[src/rtl/mbx_pkg.sv]
package mbx_pkg;
  localparam logic [2:0] OFS_CMD  = 3'd0;
  localparam logic [2:0] OFS_LEN  = 3'd2;
  localparam logic [2:0] OFS_DATA = 3'd4;

  localparam logic [15:0] CMD_NOP       = 16'd0;
  localparam logic [15:0] CMD_APIVER    = 16'd1;
  localparam logic [15:0] CMD_STATION   = 16'd2;
  localparam logic [15:0] CMD_EXT_FIRST = 16'd3;
  localparam logic [15:0] CMD_EXT_LAST  = 16'd8;

  localparam logic [7:0] ST_OK      = 8'd0;
  localparam logic [7:0] ST_UNKNOWN = 8'd1;

  typedef enum logic [1:0] {
    ERR_LEN        = 2'd0,
    ERR_RANGE      = 2'd1,
    ERR_INCOMPLETE = 2'd2,
    ERR_OFFSET     = 2'd3
  } mbx_err_e;
endpackage

[src/rtl/mbx_buf.sv]
module mbx_buf #(
  parameter int DEPTH = 16,
  localparam int AW = $clog2(DEPTH)
) (
  input  logic          clk,
  input  logic          we,
  input  logic [AW-1:0] waddr,
  input  logic [7:0]    wdata,
  input  logic [AW-1:0] raddr,
  output logic [7:0]    rdata
);
  logic [7:0] mem_q [DEPTH];

  always_ff @(posedge clk) begin
    if (we) mem_q[waddr] <= wdata;
  end

  assign rdata = mem_q[raddr];
endmodule

[src/rtl/mbx_exec.sv]
module mbx_exec
  import mbx_pkg::*;
#(
  parameter int          AW       = 4,
  parameter int          LW       = 5,
  parameter logic [15:0] API_VER  = 16'h0102,
  parameter logic [47:0] STATION  = 48'h02005E102030
) (
  input  logic          clk,
  input  logic          rst_n,
  input  logic          start,
  input  logic [15:0]   code,
  output logic          busy,
  output logic          buf_we,
  output logic [AW-1:0] buf_waddr,
  output logic [7:0]    buf_wdata,
  output logic          done,
  output logic [7:0]    res_status,
  output logic [LW-1:0] res_len,
  output logic          ext_valid,
  output logic [3:0]    ext_code
);
  logic        run_q;
  logic [15:0] code_q;
  logic [2:0]  idx_q;
  logic [2:0]  olen;
  logic        is_ext;

  function automatic logic [7:0] pick_byte(input logic [15:0] c, input logic [2:0] i);
    logic [47:0] sh;
    if (c == CMD_APIVER) begin
      return (i == 3'd0) ? API_VER[7:0] : API_VER[15:8];
    end
    sh = STATION >> (6'd8 * (6'd5 - {3'd0, i}));
    return sh[7:0];
  endfunction

  always_comb begin
    unique case (code_q)
      CMD_APIVER:  olen = 3'd2;
      CMD_STATION: olen = 3'd6;
      default:     olen = 3'd0;
    endcase
  end

  assign is_ext     = (code_q >= CMD_EXT_FIRST) && (code_q <= CMD_EXT_LAST);
  assign busy       = run_q;
  assign done       = run_q && (idx_q == olen);
  assign buf_we     = run_q && (idx_q < olen);
  assign buf_waddr  = AW'(idx_q);
  assign buf_wdata  = pick_byte(code_q, idx_q);
  assign res_status = (code_q > CMD_EXT_LAST) ? ST_UNKNOWN : ST_OK;
  assign res_len    = LW'(olen);
  assign ext_valid  = done && is_ext;
  assign ext_code   = code_q[3:0];

  always_ff @(posedge clk) begin
    if (!rst_n) begin
      run_q  <= 1'b0;
      code_q <= CMD_NOP;
      idx_q  <= '0;
    end else if (!run_q) begin
      if (start) begin
        run_q  <= 1'b1;
        code_q <= code;
        idx_q  <= '0;
      end
    end else if (done) begin
      run_q <= 1'b0;
    end else begin
      idx_q <= idx_q + 3'd1;
    end
  end
endmodule

[src/rtl/mbx_mailbox.sv]
module mbx_mailbox
  import mbx_pkg::*;
#(
  parameter int          BUF_BYTES = 16,
  parameter logic [15:0] API_VER   = 16'h0102,
  parameter logic [47:0] STATION   = 48'h02005E102030
) (
  input  logic        clk,
  input  logic        rst_n,
  input  logic        req_valid,
  output logic        req_ready,
  input  logic        req_write,
  input  logic [2:0]  req_addr,
  input  logic [15:0] req_wdata,
  output logic        rsp_valid,
  output logic [15:0] rsp_rdata,
  output logic        err_valid,
  output logic [1:0]  err_kind,
  output logic        ext_cmd_valid,
  output logic [3:0]  ext_cmd_code
);
  localparam int AW = $clog2(BUF_BYTES);
  localparam int LW = $clog2(BUF_BYTES + 1);

  logic [15:0]   cmd_q;
  logic [7:0]    status_q;
  logic [LW-1:0] length_q;
  logic [LW-1:0] cursor_q;

  logic          acc, is_cmd, is_len, is_data, cur_ok, len_ok;
  logic          host_we, exec_start;
  logic          ex_busy, ex_we, ex_done;
  logic [AW-1:0] ex_waddr, buf_waddr;
  logic [7:0]    ex_wdata, buf_wdata, buf_rdata;
  logic [7:0]    ex_status;
  logic [LW-1:0] ex_len;

  assign req_ready  = !ex_busy;
  assign acc        = req_valid && req_ready;
  assign is_cmd     = (req_addr == OFS_CMD);
  assign is_len     = (req_addr == OFS_LEN);
  assign is_data    = (req_addr == OFS_DATA);
  assign cur_ok     = (cursor_q < length_q);
  assign len_ok     = (req_wdata <= 16'(BUF_BYTES));
  assign host_we    = acc && req_write && is_data && cur_ok;
  assign exec_start = acc && req_write && is_cmd;

  assign buf_waddr  = ex_we ? ex_waddr : cursor_q[AW-1:0];
  assign buf_wdata  = ex_we ? ex_wdata : req_wdata[7:0];

  mbx_buf #(.DEPTH(BUF_BYTES)) u_buf (
    .clk   (clk),
    .we    (ex_we || host_we),
    .waddr (buf_waddr),
    .wdata (buf_wdata),
    .raddr (cursor_q[AW-1:0]),
    .rdata (buf_rdata)
  );

  mbx_exec #(
    .AW(AW), .LW(LW), .API_VER(API_VER), .STATION(STATION)
  ) u_exec (
    .clk        (clk),
    .rst_n      (rst_n),
    .start      (exec_start),
    .code       (req_wdata),
    .busy       (ex_busy),
    .buf_we     (ex_we),
    .buf_waddr  (ex_waddr),
    .buf_wdata  (ex_wdata),
    .done       (ex_done),
    .res_status (ex_status),
    .res_len    (ex_len),
    .ext_valid  (ext_cmd_valid),
    .ext_code   (ext_cmd_code)
  );

  always_ff @(posedge clk) begin
    if (!rst_n) begin
      cmd_q     <= CMD_NOP;
      status_q  <= ST_OK;
      length_q  <= '0;
      cursor_q  <= '0;
      rsp_valid <= 1'b0;
      rsp_rdata <= '0;
      err_valid <= 1'b0;
      err_kind  <= ERR_LEN;
    end else begin
      rsp_valid <= 1'b0;
      err_valid <= 1'b0;
      if (ex_done) begin
        status_q <= ex_status;
        length_q <= ex_len;
        cursor_q <= '0;
      end else if (acc) begin
        if (!req_write) begin
          rsp_valid <= 1'b1;
          rsp_rdata <= '0;
        end
        unique case (1'b1)
          is_cmd: begin
            if (req_write) begin
              cmd_q <= req_wdata;
              if (cursor_q != length_q) begin
                err_valid <= 1'b1;
                err_kind  <= ERR_INCOMPLETE;
              end
            end else begin
              rsp_rdata <= {8'h00, status_q};
            end
          end
          is_len: begin
            if (req_write) begin
              if (len_ok) begin
                length_q <= req_wdata[LW-1:0];
                cursor_q <= '0;
              end else begin
                err_valid <= 1'b1;
                err_kind  <= ERR_LEN;
              end
            end else begin
              rsp_rdata <= 16'(length_q);
            end
          end
          is_data: begin
            if (cur_ok) begin
              cursor_q <= cursor_q + 1'b1;
              if (!req_write) rsp_rdata <= {8'h00, buf_rdata};
            end else begin
              err_valid <= 1'b1;
              err_kind  <= ERR_RANGE;
            end
          end
          default: begin
            err_valid <= 1'b1;
            err_kind  <= ERR_OFFSET;
          end
        endcase
      end
    end
  end
endmodule

[config.mk]
export PLATFORM = sky130hd
export DESIGN_NAME = mbx_mailbox
export DESIGN_NICKNAME = d
export VERILOG_FILES = /design/src/rtl/mbx_pkg.sv /design/src/rtl/mbx_buf.sv /design/src/rtl/mbx_exec.sv /design/src/rtl/mbx_mailbox.sv
export SDC_FILE = /design/constraint.sdc
export NUM_CORES = 1
export LEC_CHECK = 0
export BUFFER_PORTS_ARGS = -buffer_cell sky130_fd_sc_hd__buf_4
export CORE_UTILIZATION = 50
export CTS_CLUSTER_SIZE = 25
export DETAILED_ROUTE_END_ITERATION = 7
export PLACE_DENSITY = 0.78
export SETUP_SLACK_MARGIN = 0.02
export SLEW_MARGIN = 20
export SYNTH_ARGS = -nofsm -noshare
export SYNTH_HDL_FRONTEND = slang
export SYNTH_HIERARCHICAL = 1
export SYNTH_SLANG_ARGS = --single-unit
[constraint.sdc]
create_clock -name clk -period 10.5 [get_ports clk]
set_clock_uncertainty 0.15 [all_clocks]
set_input_delay 2.1 -clock clk [delete_from_list [all_inputs] [get_ports clk]]
set_output_delay 2.1 -clock clk [all_outputs]
set_load 0.01 [all_outputs]
==> flow_summary.toml, run 1 <==
[synth]
ys_ff_latch = 186
yosysWarnings = 6
syn_avg_cell_area_um2 = 14.0
yosys.area.top_type = "edfxtp_1"
synth_edf_count = 128
syn_area_mm2 = 0.00822
async_flop_share_pct = 0
yosys.cell_count.top_type = "edfxtp_1"
synth_top_area_share_pct = 46.8
synthTopCellsByCount = "edfxtp_1, nand2_1, dfxtp_1"
synth.distinct_cells = 63
synth_cells = 589
synth_area_leaders = "edfxtp_1, dfxtp_1, mux4_2, mux4_1, nand2_1"
synth_seq_area_share_pct = 60.9
synth_ff_type = "edfxtp_1"

[sta]
fin_setup_tns_ns = 0
finalCriticalPeriod_ns = 6.44
max_freq_ghz = 0.155
timing.max_slew.rel_slack_pct = 26.4
fin_crit_sh_pct = 61.4
final.setup.worst_slack_ns = 4.06
grt_setup_unrepaired = "no"
finalSetupViolCount = 0
slew_viol_final = 0
finalHoldViolCount = 0
worstMarginPinSlew_ns = 1.10

[worst_setup_path]
crit_path_max_fanout = 12
reg2reg_slack_ns = 5.75
cp-end-kind = "output pin"
reg2reg_depth = 9
r2r_start = "u_exec/code_q[11]"
cp.required_ns = 8.25
cp-startpoint = "u_exec/code_q[11]"
reg2reg_to = "u_buf/mem_q[7][5]"
arrival_ns = 4.19
crit_path_end = "ext_cmd_valid"
cp-start-kind = "register"
critPathKind = "register to output pin"

[power]
pwr-share-seq_pct = 52.3
total_power_uw = 1500
combPwrFrac_pct = 3.5
p_sw_uw = 306
irDropWorstVdd_mv = 0.116
swShare_pct = 20.3
cellPowerDensity_mw_per_mm2 = 162
internal_power_uw = 1200
p_leak_uw = 0.00318
p_clk_share_pct = 44.1

[final_layout]
layout.nets = 663
antenna_cells_inserted = 0
fill_cells = 1205
area_delta_synth_final_pct = 13.0
drive_gt1_share_pct = 20.9

[route]
post-route-drc-count = 0
wl_per_cell_um = 20.1
ant_nets = 0
drt-total-wl_um = 17200
firstDrtPassIters = 6
vias = 5000
vias_per_cell = 5.84
drt_iter0_markers = 434

[global_route]
grt.total_usage_pct = 22.0
grt_pass1_vias = 5019
grt_max_degree = 38
grt_pass1_wl_um = 27000
antenna_found_initial = 0
overflow = 0

[placement]
pre_cts_ws_ns = 4.49
portBuffers = 48
place_congestion = 0.881
hpwl_um = 11700

[cts]
htree_levels = 4
cts.sinks = 186
clock_latency_ns = 0.43
cts_hold_buf = 0
cts_buffers = 17
cts_tree = "yes"
cts_root_buf = "clkbuf_16"
clockBufferDepth = 2
cts.repair.resized = 0
post_cts_buffers = 0
cts.clk_slew.worst_paths_ns = 0.07

[floorplan]
rows = 46
dieArea_mm2 = 0.0170
die_h_um = 130
start_util_pct = 51.5
core-area_mm2 = 0.0159
chipWidth_um = 130
io_pins = 49

[worst_hold_path]
worstHoldPathType = "register to register"

[run_status]
outcome = "finished, final reports clean"

[flow_run]
drv_cap = 0
critical path, stage by stage (launching register included):
cell and delay [ns]:
dfxtp_1 0.31, or4_1 0.56, or3_4 0.42, or4_1 0.48
ha_1 0.34, nand3b_1 0.15, nor2_1 0.86, nor4bb_1 0.45
buf_4 0.18
logic make-up (layout without fill, tap and decap cells):
| logic type | Yosys count | count (layout) | synth area share (%) |
|---|---|---|---|
| muxes | 62 | 62 | 13.3 |
| buffers and inverters | 60 | 100 | 4.35 |
| DFF | 186 | 186 | 60.9 |
| and+or+nand+nor | 173 | 173 | 11.4 |
| other | 1 | 12 | 0.0456 |
| AOI/OAI and AO/OA | 92 | 92 | 7.89 |
| xor gates and xnor gates | 2 | 2 | 0.213 |
| adders and majority gates | 13 | 13 | 1.98 |
cell usage in the layout, fill, tap and decap left out, drive strengths merged, types with 11 or more instances in the layout:
master and n:
a21boi 18, a21oi 13, a22oi 23, buf 54, clkbuf 24, conb 12
dfxtp 58, edfxtp 128, ha 13, inv 17, mux2 13, mux2i 17
mux4 32, nand2 60, nor2 29, nor3 11, o21ai 14
how the worst min path moves through the flow:
| stage | from | endpoint | slack, ns | cells past startpoint |
|---|---|---|---|---|
| finish | rsp_rdata[12] | rsp_rdata[12] | 0.31 | 1 |
| global placement | rsp_rdata[9] | rsp_rdata[9] | 0.29 | 1 |
| global route | rsp_rdata[12] | rsp_rdata[12] | 0.33 | 1 |
| floorplan | u_exec/code_q[15] | u_exec/code_q[15] | 0.29 | 2 |
| detailed placement | rsp_rdata[12] | rsp_rdata[12] | 0.30 | 1 |
| CTS | u_exec/code_q[11] | u_exec/code_q[11] | 0.31 | 2 |
flip-flops by register name, summed over array words and instances, names as in the netlist:
signal and flops:
u_exec/busy 1, u_exec/code_q 16, rsp_valid 1, cursor_q 5, rsp_rdata 16, err_valid 1, err_kind 2, u_buf/mem_q 128
length_q 5, u_exec/idx_q 3, status_q 8
per-stage QoR:
step / std cells / area [um^2] / util [%] / hold WS [ns]
floorplan: 600 / 8260 / - / 0.288
global placement: 824 / 8640 / 54.2 / 0.293
detailed placement: 824 / 8640 / 54.2 / 0.299
CTS: 856 / 9280 / 58.2 / 0.315
global route: 856 / 9280 / 58.2 / 0.332
finish: 856 / 9280 / 58.2 / 0.308
power groups by stage:
stage	registers, uW	logic [uW]	clock network, uW
final	787	53.2	664
after global routing	787	58.3	700
after CTS	787	52.8	674
after detailed placement	803	52.5	0
after global placement	803	50.8	0
after floorplan	804	32.7	0
routing by layer:
metal,routed length (um),track usage [%],vias to the layer above
met5,0,0,-
met4,573,10.6,0
met3,927,5.13,38
met2,8560,36.0,201
met1,7170,27.7,2460
li1,-,-,2301
area by class of cell:
cell class | instances | area (um^2) | area share [%]
multi-input combinational | 354 | 2910 | 31.3
tap | 216 | 270 | 2.91
clock buffer | 24 | 546 | 5.88
inverter | 14 | 52.6 | 0.566
timing repair buffer | 54 | 405 | 4.37
sequential | 186 | 5010 | 53.9
clock inverter | 8 | 93.8 | 1.01
(Power assumes the default switching activity.)
==> inputs of run 2 (changes only) <==
==> constraint.sdc (replaced) <==
create_clock -name clk -period 6.4 [get_ports clk]
set_clock_uncertainty 0.15 [all_clocks]
set_input_delay 1.28 -clock clk [delete_from_list [all_inputs] [get_ports clk]]
set_output_delay 1.28 -clock clk [all_outputs]
set_load 0.01 [all_outputs]
==> run 2 against run 1 <==
  * Clock-buffer cell count fell by 4
  * Global-route usage grew 0.051 points
  * Wire length rose by 0.66%
  * Die area unchanged
  * Sequential power increased by 64%
  * Combinational power increased by 64%
  * Worst setup slack lost 2.7 ns
  * Via count grew 1.1%
==> flow_summary.toml, run 2 (synthesized netlist as in run 1, its figures left out) <==
[run_status]
outcome = "finished, final reports clean"

[final_layout]
antenna_cells_inserted = 0
largest_reg_flops = 128
fill_cells = 1227
regArea_mm2 = 0.00501
layout.nets = 664
fin_cells = 857
final_cell_mix = "edfxtp_1, nand2_1, dfxtp_1"
drive_gt1_share_pct = 20.6
area_delta_synth_final_pct = 12.3
regMostFlops = "u_buf/mem_q"
final_common_cell = "edfxtp_1"
reg_top3 = "u_buf/mem_q: 128 flops, rsp_rdata: 16 flops, u_exec/code_q: 16 flops"
multi_input_area_mm2 = 0.00291

[route]
ant_nets = 0
vias = 5053
vias_per_cell = 5.90
drt_iter0_markers = 555
drt-total-wl_um = 17400
post-route-drc-count = 0
wl_per_cell_um = 20.2
firstDrtPassIters = 5

[floorplan]
core-area_mm2 = 0.0159
rows = 46
dieArea_mm2 = 0.0170
die_h_um = 130
start_util_pct = 51.5
io_pins = 49
chipWidth_um = 130

[placement]
portBuffers = 48
dp_cells = 825
hpwl_um = 11900
place_congestion = 0.870

[sta]
grt_setup_unrepaired = "no"
fin_setup_tns_ns = 0
finalHoldViolCount = 0
slew_viol_final = 0
timing.max_slew.rel_slack_pct = 44.3
worstMarginPinSlew_ns = 0.832
max_freq_ghz = 0.197
whs_ns = 0.315
fin_crit_sh_pct = 79.1
finalSetupViolCount = 0
finalCriticalPeriod_ns = 5.06

[cts]
cts_hold_buf = 0
post_cts_buffers = 0
cts_buffers = 17
htree_levels = 4
clockBufferDepth = 2
cts.repair.resized = 0
clock_latency_ns = 0.43
cts.clk_slew.worst_paths_ns = 0.07
cts_tree = "yes"
cts.sinks = 186
cts_root_buf = "clkbuf_16"

[worst_setup_path]
slowest_delay_ns = 0.58
r2r_start = "u_exec/code_q[11]"
cp-startpoint = "u_exec/code_q[11]"
critPathKind = "register to output pin"
cp-end-kind = "output pin"
crit_chain = "or4_1 > or3_4 > or4_1 > ha_1 > nand3b_1 > nor2_1 > buf_4 > nor4bb_1 > buf_4"
arrival_ns = 3.63
crit_path_max_fanout = 12
slowest_stage = "or4_1"
crit_family = "simple AND/OR/NAND/NOR gates"
cp-start-kind = "register"
cp_num_buf_inv = 2
cp.required_ns = 4.97

[power]
p_sw_uw = 507
pwr-share-seq_pct = 53.6
total_power_uw = 2410
p_clk_share_pct = 42.8
cellPowerDensity_mw_per_mm2 = 261
combPwrFrac_pct = 3.6
p_leak_uw = 0.00315
swShare_pct = 21.0
internal_power_uw = 1900
irDropWorstVdd_mv = 0.189

[global_route]
grt_pass1_vias = 4856
overflow = 0
grt_pass1_wl_um = 26900
grt_max_degree = 38
antenna_found_initial = 0
grt.total_usage_pct = 22.0

[worst_hold_path]
hold_start = "rsp_rdata[9]"
worstHoldPathType = "register to register"

[flow_run]
drv_cap = 0
==> run 2: metal layers <==
metal | vias up | share of wire [%] | wire [um] | global-route usage [%]
met4 | 0 | 2.8 | 492 | 11.4
li1 | 2298 | - | - | -
met3 | 38 | 5.8 | 1020 | 4.80
met5 | - | 0 | 0 | 0
met2 | 202 | 48 | 8390 | 35.1
met1 | 2515 | 43 | 7450 | 28.5
==> run 2: cell type report <==
cell class,instances,share of cell area [%]
multi-input combinational,354,31.5
sequential,186,54.2
clock inverter,12,1.53
clock buffer,20,4.73
inverter,14,0.569
tap,216,2.93
timing repair buffer,55,4.47
==> run 2: worst paths after layout <==
check	end	cells after the start	slack [ns]
worst max-delay path	ext_cmd_valid	9	1.34
worst min-delay path	rsp_rdata[9]	1	0.31
worst max register to register	u_buf/mem_q[9][6]	9	1.80
worst min register to register	rsp_rdata[9]	1	0.31
==> run 2: metrics by stage <==
stage	utilization [%]	area [um^2]	setup WS [ns]
finish	57.9	9230	1.34
global route	57.9	9230	1.21
CTS	57.8	9220	1.34
detailed placement	54.2	8640	1.75
global placement	54.2	8640	1.83
floorplan	-	8260	1.79
==> run 2: worst reg2reg max path, stage by stage, from the launching register on <==
cell	delay [ns]
dfxtp_1	0.31
or4_1	0.58
or3_4	0.44
or4_1	0.50
ha_1	0.36
a211oi_2	0.09
buf_4	0.20
o21ai_0	0.61
nand2b_1	0.32
nor2_1	0.67
==> run 2: power groups by stage <==
stage / logic (uW) / registers [uW] / clock network [uW]
2_1_floorplan: 53.6 / 1320 / 0
3_3_place_gp: 84.2 / 1320 / 0
3_5_place_dp: 87.3 / 1320 / 0
4_1_cts: 87.5 / 1290 / 1040
5_1_grt: 96.1 / 1290 / 1090
6_report: 87.5 / 1290 / 1030
